File: config.mk
export PLATFORM = sky130hd
export DESIGN_NAME = host_cmd_port
export DESIGN_NICKNAME = d
export VERILOG_FILES = /design/src/rtl/host_cmd_pkg.sv /design/src/rtl/hcp_sync.sv /design/src/rtl/hcp_ser_fsm.sv /design/src/rtl/hcp_par_capture.sv /design/src/rtl/host_cmd_port.sv
export SDC_FILE = /design/constraint.sdc
export NUM_CORES = 1
export LEC_CHECK = 0
export BUFFER_PORTS_ARGS = -buffer_cell sky130_fd_sc_hd__buf_2
export CORE_AREA = 4 4 89 58
export CTS_BUF_LIST = sky130_fd_sc_hd__clkbuf_8
export DETAILED_ROUTE_END_ITERATION = 10
export DIE_AREA = 0 0 93 62
export HOLD_SLACK_MARGIN = 0.05
export PLACE_DENSITY = 0.9
export SLEW_MARGIN = 20
export SYNTH_ARGS = -nofsm -noshare
export SYNTH_HDL_FRONTEND = slang
export SYNTH_HIERARCHICAL = 1
export SYNTH_SLANG_ARGS = --single-unit
File: constraint.sdc
create_clock -name clk -period 2.4 [get_ports clk]
set_input_delay 0.48 -clock clk [delete_from_list [all_inputs] [get_ports clk]]
set_output_delay 0.48 -clock clk [all_outputs]
set_load 0.1 [all_outputs]
File: src/rtl/host_cmd_pkg.sv
`timescale 1ns/1ps
package host_cmd_pkg;
    // Pin roles on the shared bus while serial mode is selected.
    localparam int SCK_IDX = 6;
    localparam int SDI_IDX = 7;

    typedef enum logic [1:0] {
        SER_IDLE = 2'd0,
        SER_RISE = 2'd1,
        SER_FALL = 2'd2
    } ser_state_e;
endpackage

File: src/rtl/hcp_sync.sv
`timescale 1ns/1ps
module hcp_sync #(
    parameter int             W       = 1,
    parameter int             STAGES  = 2,
    parameter logic [W-1:0]   RST_VAL = '0
) (
    input  logic         clk,
    input  logic         rst_n,
    input  logic [W-1:0] async_i,
    output logic [W-1:0] sync_o
);
    logic [W-1:0] stg_q [STAGES];

    always_ff @(posedge clk or negedge rst_n) begin
        if (!rst_n) begin
            for (int i = 0; i < STAGES; i++) stg_q[i] <= RST_VAL;
        end else begin
            stg_q[0] <= async_i;
            for (int i = 1; i < STAGES; i++) stg_q[i] <= stg_q[i-1];
        end
    end

    assign sync_o = stg_q[STAGES-1];
endmodule

File: src/rtl/hcp_ser_fsm.sv
`timescale 1ns/1ps
module hcp_ser_fsm
    import host_cmd_pkg::*;
#(
    parameter int W = 8
) (
    input  logic         clk,
    input  logic         rst_n,
    input  logic         en,
    input  logic         cs_q,
    input  logic         cs_fall,
    input  logic         strobe_fall,
    input  logic         sck_q,
    input  logic         sck_rise,
    input  logic         sck_fall,
    input  logic         sdi,
    input  logic         dw_act,
    output logic         valid_o,
    output logic [W-1:0] data_o,
    output logic         tag_o
);
    localparam int CW = (W > 1) ? $clog2(W) : 1;
    localparam logic [CW-1:0] LAST = CW'(W - 1);

    ser_state_e    state_q, state_d;
    logic [CW-1:0] cnt_q;
    logic [W-1:0]  shreg_q;
    logic          take;

    // State register
    always_ff @(posedge clk or negedge rst_n) begin
        if (!rst_n) state_q <= SER_IDLE;
        else        state_q <= state_d;
    end

    // Transitions
    always_comb begin
        state_d = state_q;
        unique case (state_q)
            SER_IDLE: begin
                if (en && !cs_q) begin
                    if (cs_fall && sck_q)           state_d = SER_FALL;
                    else if (strobe_fall && !sck_q) state_d = SER_RISE;
                end
            end
            SER_RISE, SER_FALL: begin
                if (cs_q || !en) state_d = SER_IDLE;
            end
            default: state_d = SER_IDLE;
        endcase
    end

    assign take = !cs_q && (((state_q == SER_RISE) && sck_rise) ||
                            ((state_q == SER_FALL) && sck_fall));

    // Outputs: bit counter, shifter, byte delivery
    always_ff @(posedge clk or negedge rst_n) begin
        if (!rst_n) begin
            cnt_q   <= '0;
            shreg_q <= '0;
            valid_o <= 1'b0;
            data_o  <= '0;
            tag_o   <= 1'b0;
        end else begin
            valid_o <= 1'b0;
            if (state_q == SER_IDLE || cs_q) begin
                cnt_q <= '0;
            end else if (take) begin
                shreg_q <= {shreg_q[W-2:0], sdi};
                if (cnt_q == LAST) begin
                    cnt_q   <= '0;
                    valid_o <= 1'b1;
                    data_o  <= {shreg_q[W-2:0], sdi};
                    tag_o   <= dw_act;
                end else begin
                    cnt_q <= cnt_q + 1'b1;
                end
            end
        end
    end
endmodule

File: src/rtl/hcp_par_capture.sv
`timescale 1ns/1ps
module hcp_par_capture #(
    parameter int W = 8
) (
    input  logic         clk,
    input  logic         rst_n,
    input  logic         en,
    input  logic         wr_rise,
    input  logic         dw_rise,
    input  logic [W-1:0] bus_q,
    output logic         valid_o,
    output logic [W-1:0] data_o,
    output logic         tag_o
);
    always_ff @(posedge clk or negedge rst_n) begin
        if (!rst_n) begin
            valid_o <= 1'b0;
            data_o  <= '0;
            tag_o   <= 1'b0;
        end else begin
            valid_o <= 1'b0;
            if (en && (wr_rise || dw_rise)) begin
                valid_o <= 1'b1;
                data_o  <= bus_q;
                tag_o   <= dw_rise;
            end
        end
    end
endmodule

File: src/rtl/host_cmd_port.sv
`timescale 1ns/1ps
module host_cmd_port
    import host_cmd_pkg::*;
#(
    parameter int W           = 8,
    parameter int SYNC_STAGES = 2
) (
    input  logic         clk,
    input  logic         rst_n,
    input  logic         serial_sel,
    input  logic         cs_n,
    input  logic         wr_n,
    input  logic         dw_n,
    input  logic         rd_n,
    input  logic [W-1:0] d_in,
    output logic [W-1:0] d_out,
    output logic [W-1:0] d_oe,
    input  logic         flash_rd_active,
    input  logic [W-1:0] flash_rd_data,
    input  logic         nvm_busy,
    output logic         ready,
    output logic         byte_valid,
    output logic [W-1:0] byte_data,
    output logic         byte_tag
);
    localparam int NCTL = 5;  // cs, wr, dw, rd, mode

    logic [NCTL-1:0] ctl_s;
    logic [W-1:0]    bus_s;
    logic            cs_s, wr_s, dw_s, rd_s, mode_s;
    logic            cs_p, wr_p, dw_p, rd_p, sck_p;
    logic            sck_s, sdi_s, sel_act;
    logic            wr_fall, dw_fall, rd_fall, wr_rise, dw_rise;
    logic            cs_fall, sck_rise, sck_fall;
    logic            ser_v, ser_t, par_v, par_t;
    logic [W-1:0]    ser_d, par_d;

    hcp_sync #(.W(NCTL), .STAGES(SYNC_STAGES), .RST_VAL(5'b11110)) u_ctl_sync (
        .clk(clk), .rst_n(rst_n),
        .async_i({cs_n, wr_n, dw_n, rd_n, serial_sel}),
        .sync_o(ctl_s)
    );

    hcp_sync #(.W(W), .STAGES(SYNC_STAGES), .RST_VAL('0)) u_bus_sync (
        .clk(clk), .rst_n(rst_n), .async_i(d_in), .sync_o(bus_s)
    );

    assign {cs_s, wr_s, dw_s, rd_s, mode_s} = ctl_s;
    assign sck_s   = bus_s[SCK_IDX];
    assign sdi_s   = bus_s[SDI_IDX];
    assign sel_act = !cs_s;

    // Previous-cycle copies for edge detection
    always_ff @(posedge clk or negedge rst_n) begin
        if (!rst_n) begin
            {cs_p, wr_p, dw_p, rd_p} <= 4'b1111;
            sck_p                    <= 1'b0;
        end else begin
            {cs_p, wr_p, dw_p, rd_p} <= {cs_s, wr_s, dw_s, rd_s};
            sck_p                    <= sck_s;
        end
    end

    assign wr_fall  = sel_act && wr_p && !wr_s;
    assign dw_fall  = sel_act && dw_p && !dw_s;
    assign rd_fall  = sel_act && rd_p && !rd_s;
    assign wr_rise  = sel_act && !wr_p && wr_s;
    assign dw_rise  = sel_act && !dw_p && dw_s;
    assign cs_fall  = cs_p && !cs_s;
    assign sck_rise = !sck_p && sck_s;
    assign sck_fall = sck_p && !sck_s;

    hcp_ser_fsm #(.W(W)) u_ser (
        .clk(clk), .rst_n(rst_n), .en(mode_s), .cs_q(cs_s),
        .cs_fall(cs_fall), .strobe_fall(wr_fall || dw_fall || rd_fall),
        .sck_q(sck_s), .sck_rise(sck_rise), .sck_fall(sck_fall),
        .sdi(sdi_s), .dw_act(sel_act && !dw_s),
        .valid_o(ser_v), .data_o(ser_d), .tag_o(ser_t)
    );

    hcp_par_capture #(.W(W)) u_par (
        .clk(clk), .rst_n(rst_n), .en(!mode_s),
        .wr_rise(wr_rise), .dw_rise(dw_rise), .bus_q(bus_s),
        .valid_o(par_v), .data_o(par_d), .tag_o(par_t)
    );

    assign byte_valid = ser_v || par_v;
    assign byte_data  = ser_v ? ser_d : par_d;
    assign byte_tag   = ser_v ? ser_t : par_t;

    // Read-back path follows the host pins directly
    assign d_oe  = {W{!rd_n && !cs_n}};
    assign d_out = flash_rd_active ? flash_rd_data : '0;
    assign ready = !nvm_busy;
endmodule

==> impl_metrics.csv <==
group,metric,value,unit
synth,syn_area_per_cell,14.9,µm²
routing,drc,0,
routing,vias,1405,
worst_setup_path,cp-start-kind,"register",
grt,grt_max_degree,27,
synth,yosys.area.top_type,"dfrtp_1",
sta,setup_slack,0.277,ns
floorplanning,num_rows,19,
clocking,cts.clk_slew.worst_paths,0.06,ns
sta,rsz0062_at_grt,"no",
worst_setup_path,worst_setup_path_end_kind,"primary output",
worst_setup_path,slowest_stage,"dfrtp_1",
clocking,clock_latency,0.32,ns
layout,nets,245,
layout,fin_util,0.665,
clocking,cts_max_path_buffers,2,
layout,drive_gt1_frac,0.521,
placement,post-place-ws,0.617,ns
layout,syn2layout_area_growth,13.4,%
placement,hpwl,3010,µm
routing,ant_nets,0,
power,seq_power_share,0.457,
routing,first_pass_iters,4,
synth,synth_area,0.00257,mm²
sta,period_needed,2.12,ns
synth,synth.top_cell.area_share,0.497,
worst_setup_path,worstPathArrival,1.64,ns
worst_setup_path,reg2reg_from,"u_ser/state_q[0]",
worst_setup_path,endpoint,"byte_data[5]",
placement,gp_congestion,0.744,
sta,tightest_slew,0.529,ns
grt,grt_usage,0.160,
power,powerDensity,906,mW/mm²
sta,setup_viol,0,
worst_setup_path,crit_required,1.92,ns
power,leakagePower,1.47,nW
worst_setup_path,critical_path_class,"register to primary output",
worst_setup_path,r2r_end,"u_ser/data_o[1]",
floorplanning,initial_core_util,0.587,
grt,antenna_found_initial,0,
hold_path,min_path_type,"input pin to asynchronous set/reset pin",
synth,synth_cell_type_count,27,
worst_setup_path,path_cells,"buf_4, mux2_4, buf_2",
power,intPower,0.00172,W
worst_setup_path,cpPeakStageDelay,0.48,ns
clocking,cts_buffers,9,
sta,clock.fmax,0.471,GHz
grt,grt_overflow,0,
clocking,clock_sinks,63,
worst_setup_path,startpoint,"u_ser/valid_o",
grt,grt_pass1_wl,6710,µm
run_status,outcome,"finished clean",
routing,avgViaCountPerCell,4.98,
grt,grt_pass1_vias,1488,
clocking,cts-root-buf,"clkbuf_8",
power,p_clk_frac,0.274,
clocking,hold_buffers,0,
power,ir_drop,0.000596,V
power,combinationalPowerShare,0.269,
routing,wl_per_cell,14.9,µm
synth,syn_nets,202,
floorplanning,die_h,62,µm
sta,slew-limit-headroom,0.648,
routing,drt-total-wl,4190,µm
sta,fin_skew,0.00513,ns
layout,num-fill-cells,335,
worst_setup_path,r2r_setup_slack,0.59,ns
synth,syn_inst,172,
sta,slew_viol_final,0,
job,cap_violations,0,
placement,io_buffers,51,
worst_setup_path,worstPathMaxFanout,7,
clocking,cts_tree,"done",
power,p_sw,0.000915,W
clocking,cts_resized,0,
synth,seq_area_frac_synth,0.620,
sta,fin_crit_sh,0.885,
routing,drt_iter0_drc,72,
sta,tns,0,ns
clocking,cts_max_level,3,
floorplanning,dieArea,0.00577,mm²
synth,yosys_warnings,6,
layout,diodes,0,
clocking,post_cts.repair.setup_buffers,0,
synth,synth_area_leaders,"dfrtp_1, dfstp_2, mux2_4, mux2_2, buf_4",
sta,finalHoldViolCount,0,
worst_setup_path,reg2regPathDepth,6,
synth,ys_ff_latch,63,
power,swShare,0.347,
floorplanning,pin_count,52,
floorplanning,coreArea,0.00437,mm²
floorplanning,die_w,93,µm
per-layer routing:
| layer | global-route usage | part of all wire | vias to the layer above | wire length [µm] |
|---|---|---|---|---|
| met5 | 0 | 0 | - | 0 |
| met4 | 0.0376 | 0.0014 | 0 | 6 |
| met3 | 0.0830 | 0.087 | 2 | 363 |
| met2 | 0.285 | 0.49 | 60 | 2070 |
| met1 | 0.177 | 0.42 | 695 | 1750 |
| li1 | - | - | 648 | - |
state kept, by name, summed over array words and instances, names as in the netlist:
register and cells:
u_bus_sync/stg_q 8, u_bus_sync/sync_o 8, u_par/data_o 8, u_ser/data_o 8, u_ser/shreg_q 7, u_ctl_sync/stg_q 5
u_ctl_sync/sync_o 5, u_ser/cnt_q 3, u_ser/state_q 2, cs_p 1, dw_p 1, rd_p 1
sck_p 1, u_par/tag_o 1, u_par/valid_o 1, u_ser/tag_o 1, u_ser/valid_o 1, wr_p 1
power groups by stage:
stage	Combinational [W]	Clock (W)	Sequential, W
global route	0.000752	0.000801	0.00122
finish	0.000710	0.000722	0.00121
CTS	0.000715	0.000751	0.00121
global placement	0.000696	0	0.00122
floorplan	0.000621	0	0.00120
detailed placement	0.000711	0	0.00122
stage by stage:
step                std cells  power [W]  hold WS [ns]  cell area [µm²]
CTS                       282    0.00267         0.125             2910
global placement          267    0.00191         0.333             2750
floorplan                 172    0.00182         0.184             2570
global route              282    0.00277         0.144             2910
detailed placement        267    0.00194         0.337             2750
finish                    282    0.00264         0.133             2910
kinds of logic after synthesis:
family,Yosys count,share of synthesized area
flip-flops,63,0.620
multiplexers,33,0.165
AND/OR/NAND/NOR,31,0.0756
buffers and inverters,29,0.0775
AO/OA/AOI/OAI,11,0.0371
adder cells (fa/ha/maj),5,0.0244
how the worst min path moves through the flow:
stage / endpoint / slack, ns / from / depth (start not counted)
6_report: u_bus_sync/sync_o[5] / 0.13 / rst_n / 1
4_1_cts: u_bus_sync/sync_o[7] / 0.13 / rst_n / 1
3_3_place_gp: u_bus_sync/sync_o[2] / 0.33 / u_bus_sync/stg_q[10] / 0
5_1_grt: u_bus_sync/sync_o[5] / 0.14 / rst_n / 1
3_5_place_dp: u_bus_sync/sync_o[6] / 0.34 / u_bus_sync/stg_q[14] / 0
2_1_floorplan: sck_p / 0.18 / rst_n / 0
cell usage after synthesis (all sizes together):
| master | number |
|---|---|
| ha | 5 |
| nor2b | 3 |
| nand2 | 3 |
| dfrtp | 51 |
| dfstp | 12 |
| nor2 | 4 |
| a31oi | 1 |
| or2 | 1 |
| nand4b | 3 |
| mux2 | 33 |
| and2 | 9 |
| nor3 | 1 |
| nand4bb | 1 |
| a22o | 5 |
| buf | 22 |
| nand2b | 3 |
| nor3b | 3 |
| o21ai | 3 |
| a2bb2oi | 2 |
| inv | 7 |
final cells by class:
cell class	instances	area (µm²)	area share
multi-input combinational	80	778	0.267
timing repair buffer	54	278	0.0954
sequential	63	1590	0.547
clock inverter	5	20.0	0.00688
tap	63	78.8	0.0271
inverter	7	26.3	0.00903
clock buffer	10	138	0.0473
layout by cell type, fill, tap and decap left out, types with 2 or more instances in the layout:
cell and instances:
and2_1 8, nand4b_1 3, o21ai_0 2, buf_4 3, dfstp_2 12, nor3b_1 3
nand2b_1 3, dfrtp_1 51, buf_2 51, nor2_1 3, a22o_1 4, nand2_1 3
ha_1 5, mux2_4 14, clkbuf_8 10, nor2b_1 3, inv_1 10, mux2_2 18
a2bb2oi_1 2
critical path, delay by kind of cell (launching register included):
kind | cells | cell delay (ns)
flip-flops | 1 | 0.48
multiplexers | 1 | 0.31
buffers and inverters | 2 | 0.52
(Power assumes the default switching activity.)
